[src/rtl/flash_fe_pkg.sv]
package flash_fe_pkg;
  localparam logic [7:0] OP_WREN = 8'h06;
  localparam logic [7:0] OP_RDSR = 8'h05;
  localparam logic [7:0] OP_SE   = 8'h20;
  localparam int CNT_W   = 6;
  localparam int FRAME_W = 32;

  // top 1/16,1/8,1/4,1/2 for codes 1..4, everything from 5 up
  function automatic logic sect_locked(input logic [2:0] bp, input int unsigned sect,
                                       input int unsigned n_sect);
    int unsigned span;
    if (bp == 3'd0) return 1'b0;
    if (bp >= 3'd5) return 1'b1;
    span = n_sect >> (5 - int'(bp));
    return sect >= (n_sect - span);
  endfunction

  function automatic logic [7:0] status_byte(input logic [2:0] bp, input logic wel,
                                             input logic wip);
    return {3'b000, bp, wel, wip};
  endfunction
endpackage

[src/rtl/flash_spi_sync.sv]
module flash_spi_sync #(
  parameter int STAGES = 2
) (
  input  logic clk_i,
  input  logic rst_ni,
  input  logic sck_i,
  input  logic csn_i,
  input  logic sdi_i,
  output logic sck_rise_o,
  output logic sck_fall_o,
  output logic cs_act_o,
  output logic cs_end_o,
  output logic sdi_o
);
  logic [STAGES-1:0] sck_q, csn_q, sdi_q;
  logic sck_d, csn_d;

  always_ff @(posedge clk_i or negedge rst_ni) begin
    if (!rst_ni) begin
      sck_q <= '0;
      csn_q <= '1;
      sdi_q <= '0;
      sck_d <= 1'b0;
      csn_d <= 1'b1;
    end else begin
      sck_q <= {sck_q[STAGES-2:0], sck_i};
      csn_q <= {csn_q[STAGES-2:0], csn_i};
      sdi_q <= {sdi_q[STAGES-2:0], sdi_i};
      sck_d <= sck_q[STAGES-1];
      csn_d <= csn_q[STAGES-1];
    end
  end

  assign sck_rise_o = sck_q[STAGES-1] & ~sck_d;
  assign sck_fall_o = ~sck_q[STAGES-1] & sck_d;
  assign cs_act_o   = ~csn_q[STAGES-1];
  assign cs_end_o   = csn_q[STAGES-1] & ~csn_d;
  assign sdi_o      = sdi_q[STAGES-1];
endmodule

[src/rtl/flash_frame_rx.sv]
module flash_frame_rx
  import flash_fe_pkg::*;
(
  input  logic               clk_i,
  input  logic               rst_ni,
  input  logic               sck_rise_i,
  input  logic               cs_act_i,
  input  logic               sdi_i,
  output logic [CNT_W-1:0]   bit_cnt_o,
  output logic [FRAME_W-1:0] frame_o,
  output logic               rdsr_start_o
);
  localparam logic [CNT_W-1:0] CNT_MAX = '1;

  always_ff @(posedge clk_i or negedge rst_ni) begin
    if (!rst_ni) begin
      bit_cnt_o <= '0;
      frame_o   <= '0;
    end else if (!cs_act_i) begin
      bit_cnt_o <= '0;
    end else if (sck_rise_i) begin
      frame_o <= {frame_o[FRAME_W-2:0], sdi_i};
      if (bit_cnt_o != CNT_MAX) bit_cnt_o <= bit_cnt_o + 1'b1;
    end
  end

  // eighth rising edge completes a status-read opcode
  assign rdsr_start_o = cs_act_i && sck_rise_i && (bit_cnt_o == CNT_W'(7)) &&
                        ({frame_o[6:0], sdi_i} == OP_RDSR);
endmodule

[src/rtl/flash_erase_ctrl.sv]
module flash_erase_ctrl
  import flash_fe_pkg::*;
#(
  parameter int ADDR_W    = 16,
  parameter int SECT_W    = 4,
  parameter int ERASE_CYC = 4000
) (
  input  logic               clk_i,
  input  logic               rst_ni,
  input  logic               cs_end_i,
  input  logic [CNT_W-1:0]   bit_cnt_i,
  input  logic [FRAME_W-1:0] frame_i,
  input  logic [2:0]         bp_i,
  output logic               wel_o,
  output logic               wip_o,
  output logic               req_o,
  output logic [SECT_W-1:0]  sect_o
);
  localparam int TMR_W = $clog2(ERASE_CYC);
  localparam int unsigned N_SECT = 1 << SECT_W;

  logic [TMR_W-1:0]  tmr_q;
  logic [SECT_W-1:0] sect_w;
  logic              wren_hit, se_hit, locked;

  assign sect_w   = frame_i[ADDR_W-1 -: SECT_W];
  assign wren_hit = cs_end_i && (bit_cnt_i == CNT_W'(8))  && (frame_i[7:0] == OP_WREN);
  assign se_hit   = cs_end_i && (bit_cnt_i == CNT_W'(32)) && (frame_i[31:24] == OP_SE);
  assign locked   = sect_locked(bp_i, int'(unsigned'(sect_w)), N_SECT);

  always_ff @(posedge clk_i or negedge rst_ni) begin
    if (!rst_ni) begin
      wel_o  <= 1'b0;
      wip_o  <= 1'b0;
      req_o  <= 1'b0;
      sect_o <= '0;
      tmr_q  <= '0;
    end else begin
      req_o <= 1'b0;
      if (wip_o) begin
        if (tmr_q == '0) wip_o <= 1'b0;
        else             tmr_q <= tmr_q - 1'b1;
      end else if (se_hit && wel_o && !locked) begin
        wip_o  <= 1'b1;
        wel_o  <= 1'b0;
        req_o  <= 1'b1;
        sect_o <= sect_w;
        tmr_q  <= TMR_W'(ERASE_CYC - 1);
      end else if (wren_hit) begin
        wel_o <= 1'b1;
      end
    end
  end
endmodule

[src/rtl/flash_status_tx.sv]
module flash_status_tx (
  input  logic       clk_i,
  input  logic       rst_ni,
  input  logic       sck_fall_i,
  input  logic       cs_act_i,
  input  logic       load_i,
  input  logic [7:0] status_i,
  output logic       sdo_o
);
  logic [7:0] sh_q;
  logic [2:0] cnt_q;
  logic       act_q;

  always_ff @(posedge clk_i or negedge rst_ni) begin
    if (!rst_ni) begin
      sh_q  <= '0;
      cnt_q <= '0;
      act_q <= 1'b0;
      sdo_o <= 1'b0;
    end else if (!cs_act_i) begin
      act_q <= 1'b0;
      cnt_q <= '0;
      sdo_o <= 1'b0;
    end else if (load_i) begin
      act_q <= 1'b1;
      sh_q  <= status_i;
      cnt_q <= '0;
    end else if (act_q && sck_fall_i) begin
      sdo_o <= sh_q[7];
      cnt_q <= cnt_q + 1'b1;
      // refresh after the last bit so a held frame sees live status
      if (cnt_q == 3'd7) sh_q <= status_i;
      else               sh_q <= {sh_q[6:0], 1'b0};
    end
  end
endmodule

[src/rtl/flash_erase_fe.sv]
module flash_erase_fe
  import flash_fe_pkg::*;
#(
  parameter int ADDR_W      = 16,
  parameter int SECT_W      = 4,
  parameter int ERASE_CYC   = 4000,
  parameter int SYNC_STAGES = 2
) (
  input  logic              clk_i,
  input  logic              rst_ni,
  input  logic              sck_i,
  input  logic              csn_i,
  input  logic              sdi_i,
  input  logic [2:0]        bp_i,
  output logic              sdo_o,
  output logic              wip_o,
  output logic              wel_o,
  output logic              erase_req_o,
  output logic [SECT_W-1:0] erase_sect_o
);
  logic sck_rise, sck_fall, cs_act, cs_end, sdi_s, rdsr_start;
  logic [CNT_W-1:0]   bit_cnt;
  logic [FRAME_W-1:0] frame;

  flash_spi_sync #(.STAGES(SYNC_STAGES)) u_sync (
    .clk_i, .rst_ni, .sck_i, .csn_i, .sdi_i,
    .sck_rise_o(sck_rise), .sck_fall_o(sck_fall),
    .cs_act_o(cs_act), .cs_end_o(cs_end), .sdi_o(sdi_s)
  );

  flash_frame_rx u_rx (
    .clk_i, .rst_ni,
    .sck_rise_i(sck_rise), .cs_act_i(cs_act), .sdi_i(sdi_s),
    .bit_cnt_o(bit_cnt), .frame_o(frame), .rdsr_start_o(rdsr_start)
  );

  flash_erase_ctrl #(.ADDR_W(ADDR_W), .SECT_W(SECT_W), .ERASE_CYC(ERASE_CYC)) u_ctrl (
    .clk_i, .rst_ni,
    .cs_end_i(cs_end), .bit_cnt_i(bit_cnt), .frame_i(frame), .bp_i,
    .wel_o, .wip_o, .req_o(erase_req_o), .sect_o(erase_sect_o)
  );

  flash_status_tx u_tx (
    .clk_i, .rst_ni,
    .sck_fall_i(sck_fall), .cs_act_i(cs_act), .load_i(rdsr_start),
    .status_i(status_byte(bp_i, wel_o, wip_o)), .sdo_o
  );
endmodule

[config.mk]
export PLATFORM = sky130hd
export DESIGN_NAME = flash_erase_fe
export DESIGN_NICKNAME = d
export VERILOG_FILES = /design/src/rtl/flash_fe_pkg.sv /design/src/rtl/flash_spi_sync.sv /design/src/rtl/flash_frame_rx.sv /design/src/rtl/flash_erase_ctrl.sv /design/src/rtl/flash_status_tx.sv /design/src/rtl/flash_erase_fe.sv
export SDC_FILE = /design/constraint.sdc
export NUM_CORES = 1
export LEC_CHECK = 0
export BUFFER_PORTS_ARGS = -buffer_cell sky130_fd_sc_hd__buf_4
export CELL_PAD_IN_SITES_DETAIL_PLACEMENT = 1
export CELL_PAD_IN_SITES_GLOBAL_PLACEMENT = 2
export CORE_MARGIN = 2
export CORE_UTILIZATION = 38
export DETAILED_ROUTE_END_ITERATION = 7
export PLACE_DENSITY_LB_ADDON = 0.3
export SLEW_MARGIN = 40
export SYNTH_ARGS = -nofsm -noshare
export SYNTH_HDL_FRONTEND = slang
export SYNTH_SLANG_ARGS = --single-unit
export TNS_END_PERCENT = 5
[constraint.sdc]
create_clock -name clk_i -period 2.1 [get_ports clk_i]
set_input_delay 0.105 -clock clk_i [delete_from_list [all_inputs] [get_ports clk_i]]
set_output_delay 0.105 -clock clk_i [all_outputs]
set_load 0.01 [all_outputs]
# Yosys cells after proc, flatten, opt, wreduce, memory -nomap -nowiden
# Index checks and enable logic that the tools add are counted.
# totals
mem_bits_rw,0
latchBits,0
output_inout_bits,8
input_bits,8
rom_bits,0
elab_cells,100
memories,0
reg_bits,78
# classes
div,0
multipliers,0
order_cmp,2
muxes,30
n_eq_ne,10
add_sub_neg,5
shifts,1
n_reduce_logical,28
bitwise_logic,8
# ops
op,n
two-way mux 12 bit,3
greater-or-equal comparator 4 x 32 -> 1 bit,1
">> shifter 5 x 32 -> 32 bit, first input constant",1
"subtractor 5 x 32 -> 32 bit, first input constant",1
two-way mux 8 bit,3
two-way mux 1 bit,18
two-way mux 6 bit,3
"equality test 8 x 3 -> 1 bit, second input constant",2
AND reduction 2 bit,7
nonzero test 2 bit,7
logical NOT 12 bit,1
"subtractor 12 x 1 -> 12 bit, second input constant",1
logical AND 1 bit,10
two-way mux 3 bit,3
"equality test 8 x 6 -> 1 bit, second input constant",1
"adder 6 x 1 -> 6 bit, second input constant",1
"equality test 6 x 3 -> 1 bit, second input constant",1
"equality test 6 x 4 -> 1 bit, second input constant",1
"equality test 6 bit, second input constant",1
"!= test 6 bit, second input constant",1
inverter 1 bit,5
"subtractor 3 x 3 -> 4 bit, first input constant",1
"adder 3 x 1 -> 3 bit, second input constant",1
bitwise AND 1 bit,3
other kinds (7),7

# Logic depth before layout (Yosys ltp)
# logic_depth
ltp_word,10
ltp_mapped,14
ltp_nobuf,12

# By module
# From an unflattened synthesis, not the netlist that was laid out.
# unflattened
hier_cells,309
hier_area_um2,3768.6
# by_module_without_submodules
mod,cells_each,area_per_inst_um2,seq_area_each_um2,n_inst
flash_frame_rx,113,1592.8,950.9,1
flash_erase_ctrl,134,1308.8,475.5,1
flash_status_tx,49,634.4,325.3,1
flash_spi_sync,12,229.0,203.9,1
flash_erase_fe,1,3.8,0.0,1

# Worst setup path before layout
# OpenSTA, ideal clock, no wires.
# synth_path
kind,in2reg
startpoint,input bp_i[1]
endpoint,register u_ctrl.sect_o[1]
cell_stages,12
arrival_ps,2950
setup_ps,125
slack_ps,-975
required_ps,1975
n_path_buf,2
path_cell_list,clkbuf_1 inv_1 ha_1 or4_1 ha_1 xor2_1 ha_1 a2111oi_0 o31a_2 o21ai_2 buf_6 mux2_4
# synth_via
elab_chain_len,9
elab_cells_between_ends,15
cone_classes,add/sub: 2; order compare: 2; shift: 1; mux: 6; reduce/logical: 4
# synth_rtl
item,line,text
start: declaration,flash_erase_fe.sv:14,"input logic [2:0] bp_i,"
subtractor 3 x 3 -> 4 bit,flash_fe_pkg.sv:14,span = n_sect >> (5 - int'(bp));
>> shifter 5 x 32 -> 32 bit,flash_fe_pkg.sv:14,
subtractor 5 x 32 -> 32 bit,flash_fe_pkg.sv:15,return sect >= (n_sect - span);
greater-or-equal comparator 4 x 32 -> 1 bit,flash_fe_pkg.sv:15,
two-way mux 1 bit,flash_fe_pkg.sv:14,
two-way mux 1 bit (*),flash_fe_pkg.sv:13,if (bp >= 3'd5) return 1'b1;
logical NOT 1 bit (*),flash_erase_ctrl.sv:43,end else if (se_hit && wel_o && !locked) begin
logical AND 1 bit (*),flash_erase_ctrl.sv:43,
AND reduction 2 bit (no line) (*),--,
end signal: assignment,flash_erase_ctrl.sv:47,sect_o <= sect_w;
end: declaration,flash_erase_ctrl.sv:17,output logic [SECT_W-1:0] sect_o
# Mark *: on every way between the ends. The rest lies on a longest branch, timed or not. The select of a mux whose other input is x is not followed.
# A chain may end at the register's enable or synchronous reset.

# Final worst setup path
# Ends and elaborated chain as after synthesis.

==> summary.md <==
| Metric | Value |
|---|---|
| Most common cell after layout, fill and taps aside | dfrtp_1 |
| GP Congestion | a little under 0.8 |
| Dpl ws | -0.754 ns |
| Final setup fails | 18 |
| Required time worst endpoint | 2.34 ns |
| Asr flop ratio synth | 100% |
| Fin. max-slew vios | 0 |
| Fin crit period | around 2.4 ns |
| First-pass GRT wire length | about 13,000 um |
| Routed wire per std cell | about 15 um |
| Max_slew headroom | about 51% |
| Final ANT Viol Nets | 0 |
| Root buffer cell | clkbuf_8 |
| Synth warn | 0 |
| Fin Clk Skew | around 0.011 ns |
| Critical Path Start Type | primary input |
| Cell Area, Synth | 3640 sq um |
| Yosys reg bits | slightly below 80 |
| Worst setup margin | -0.276 ns |
| Grt ovf | 0 |
| Crit-path most repeated cell | ha_2 |
| CTS Buf Count | 9 |
| Layout cells sized above 1 | about a third |
| Syn_area_per_cell | 11.6 sq um |
| Clock sinks | 78 |
| Pwr Density | 678 nW/um^2 |
| Sequential area share after synthesis | a little over half |
| Setup crit end kind | register |
| Clk_lat worst skew | 0.35 ns |
| Area occupied by multi-input gates | around 1600 sq um |
| CTS tree | built |
| CTS Buffer Depth | 2 |
| Critical Setup Path Class | primary input to register |
| H-tree levels | 3 |
| Initial DRT Pass Iterations | 4 |
| Width of the die | 102 um |
| Crit path DAT | between 2 and 3 ns |
| Die Y | approximately 100 um |
| Failing checks | negative setup slack |
| Total Wirelength | between 7000 and 8000 um |
| Port Buf Inserts | 15 |
| Routed via count | about 2.6k |
| R2R setup slack | 0.04 ns |
| CP cell instances | buf_6 -> inv_4 -> ha_4 -> or4_4 -> ha_2 -> xor2_1 -> ha_2 -> o21a_1 -> nor2_1 -> o31a_2 -> o21ai_4 -> mux2_4 |
| Nets | 386 |
| Cell Count, Final, Fillers Out | between 400 and 500 |
| Max Fanout on Critical Path | 5 |
| Starting density of the core | about two fifths |
| Worst path slowest cell | or4_4 |
| Largest net degree at the start of global routing | 44 |
| Fill count | between 1k and 1.5k |
| Final Cycle Share | 113% |
| Max-Cap Viols | 0 |
| Cell variety after synth | 50 |
| Outcome | complete, but fails checks |
| CP max stage delay | 0.41 ns |
| Die Area | 10,400 sq um |
| VDD IR max | ~0.00055 V |
| I/O pin total | 16 |
| Post-Syn Nets | around 340 |
| RSZ-0062 raised after global routing | yes |
| Mapped Cells | ~310 |
| Final Hold Vio Count | 0 |
| Vias in the first global route | 2,698 |
| FP Rows | 35 |
| DRT iter0 DRCs | 48 |
| Drt drc | 0 |
| HPWL after detailed placement | between 5000 and 6000 um |
| Layout area overhead | 21.2% |
| Vias per cell | a little over 5 |
| Leak | slightly above 0.002 uW |
| Diodes inserted | 0 |
| Clock transition at the registers of the reported paths | roughly 0.08 ns |
| FF+latch area | just under 2000 sq um |
| Ys flop type | dfrtp_1 |
| Total Routing Usage GR | ~16% |
| Fmax | roughly 420 MHz |
| Core area | between 9000 and 10,000 sq um |
| Most frequent cells in the layout | dfrtp_1 (75), buf_4 (44), mux2_2 (32), nand2_1 (21), nor2_1 (18) |
| Hold Crit Class | primary input to register |
| Measured slew at the worst slew-check pin | roughly 0.72 ns |
| Number of synthesized flops with an enable pin | 0 |
| Initial antenna violation count | 0 |
| Placed Cells | between 400 and 500 |
==> metal layers <==
layer	wire length, um	track usage [%]	vias to the layer above
met5	0	0	-
met4	63	3.69	0
met3	182	4.45	6
met2	3600	26.4	17
met1	3590	21.9	1314
li1	-	-	1221
==> through the flow <==
step / utilization [%] / hold WS, ns / TNS, ns / area, sq um / power [uW]
after floorplan: - / -0.191 / -7.84 / 3670 / 1830
final: 47.5 / 0.239 / -3.18 / 4410 / 2990
after global routing: 47.5 / 0.247 / -4.71 / 4410 / 3160
after detailed placement: 44.6 / 0.0999 / -12.04 / 4140 / 1950
after global placement: 44.6 / 0.104 / -10.61 / 4140 / 1940
after CTS: 47.3 / 0.225 / -3.22 / 4390 / 3050
==> repair_timing <==
action,4_1_cts,5_1_grt
buffers inserted,0,0
endpoints found under the setup margin,19,19
hold buffers,4,0
endpoints found under the hold margin,36,0
resized for setup,7,5
pin swaps,4,0
cloned,0,0
==> report_power, final <==
group	internal, uW	switching (uW)	total (uW)
Clock	480	588	1070
Combinational	147	128	275
Sequential	1590	62.9	1650
Total	2210	778	2990
==> cell usage after synthesis (2+ instances only) <==
cell type,count,share of area [%]
a21oi_1,6,0.83
a22o_1,3,0.72
a2bb2oi_1,2,0.48
a31oi_1,5,0.86
and2_1,2,0.34
and3_1,4,0.69
clkbuf_1,9,0.93
dfrtp_1,75,52
dfstp_2,3,2.2
ha_1,14,4.8
inv_1,15,1.5
mux2_2,34,11
mux2_4,2,0.83
mux2i_1,5,1.4
nand2_1,21,2.2
nand2b_1,3,0.52
nand3_1,14,1.9
nand4_1,6,1.0
nor2_1,20,2.1
nor3_1,6,0.83
nor3b_1,2,0.41
nor4_1,5,0.86
nor4b_1,5,1.2
o21a_1,2,0.41
o21ai_0,8,1.1
o21ai_2,2,0.48
o31a_1,2,0.48
o31ai_1,3,0.62
or3_1,4,0.69
xnor2_1,3,0.72
xor2_1,9,2.2
==> final cells by class <==
cell class / instances / area share [%]
clock inverters: 6 / 1.19
inverters: 15 / 1.33
multi-input cells: 209 / 37.0
flip-flops and latches: 78 / 44.3
clock buffers: 10 / 3.12
repair buffers: 51 / 9.36
well taps: 129 / 3.66
==> cell families (layout without fill, tap and decap cells) <==
| logic type | after synthesis | after routing | synth area share, % |
|---|---|---|---|
| AOI/OAI and AO/OA | 41 | 41 | 8.04 |
| xor gates and xnor gates | 12 | 12 | 2.89 |
| adders and majority gates | 14 | 14 | 4.81 |
| buffers and inverters | 26 | 82 | 2.99 |
| DFF | 78 | 78 | 53.7 |
| muxes | 41 | 41 | 12.7 |
| and+or+nand+nor | 101 | 101 | 14.8 |
==> critical path: cells and delay by family <==
| family | cells | cell delay [ns] |
|---|---|---|
| AO/OA/AOI/OAI | 3 | 0.68 |
| multiplexers | 1 | 0.33 |
| buffers and inverters | 2 | 0.16 |
| XOR/XNOR | 1 | 0.16 |
| AND/OR/NAND/NOR | 2 | 0.46 |
| adder cells (fa/ha/maj) | 3 | 0.70 |
==> registers in the layout (all words and copies together) (netlist names), 2 cells and up <==
name and count:
u_rx.bit_cnt_o 6, u_ctrl.sect_o 4, u_sync.csn_q 2, u_tx.cnt_q 3, u_tx.sh_q 8, u_ctrl.tmr_q 12
u_sync.sdi_q 2, u_sync.sck_q 2, u_rx.frame_o 32
==> worst paths after layout <==
kind,from,to,cells after the start
max,bp_i[1],u_ctrl.sect_o[1],12
min,bp_i[0],u_tx.sh_q[2],4
max reg2reg,u_rx.frame_o[12],u_ctrl.sect_o[1],7
min reg2reg,u_sync.sck_q[0],u_sync.sck_q[1],0
max in group asynchronous,rst_ni,u_sync.csn_q[0],3
min in group asynchronous,rst_ni,u_ctrl.tmr_q[7],2
Power figures use the tool's default switching activity.
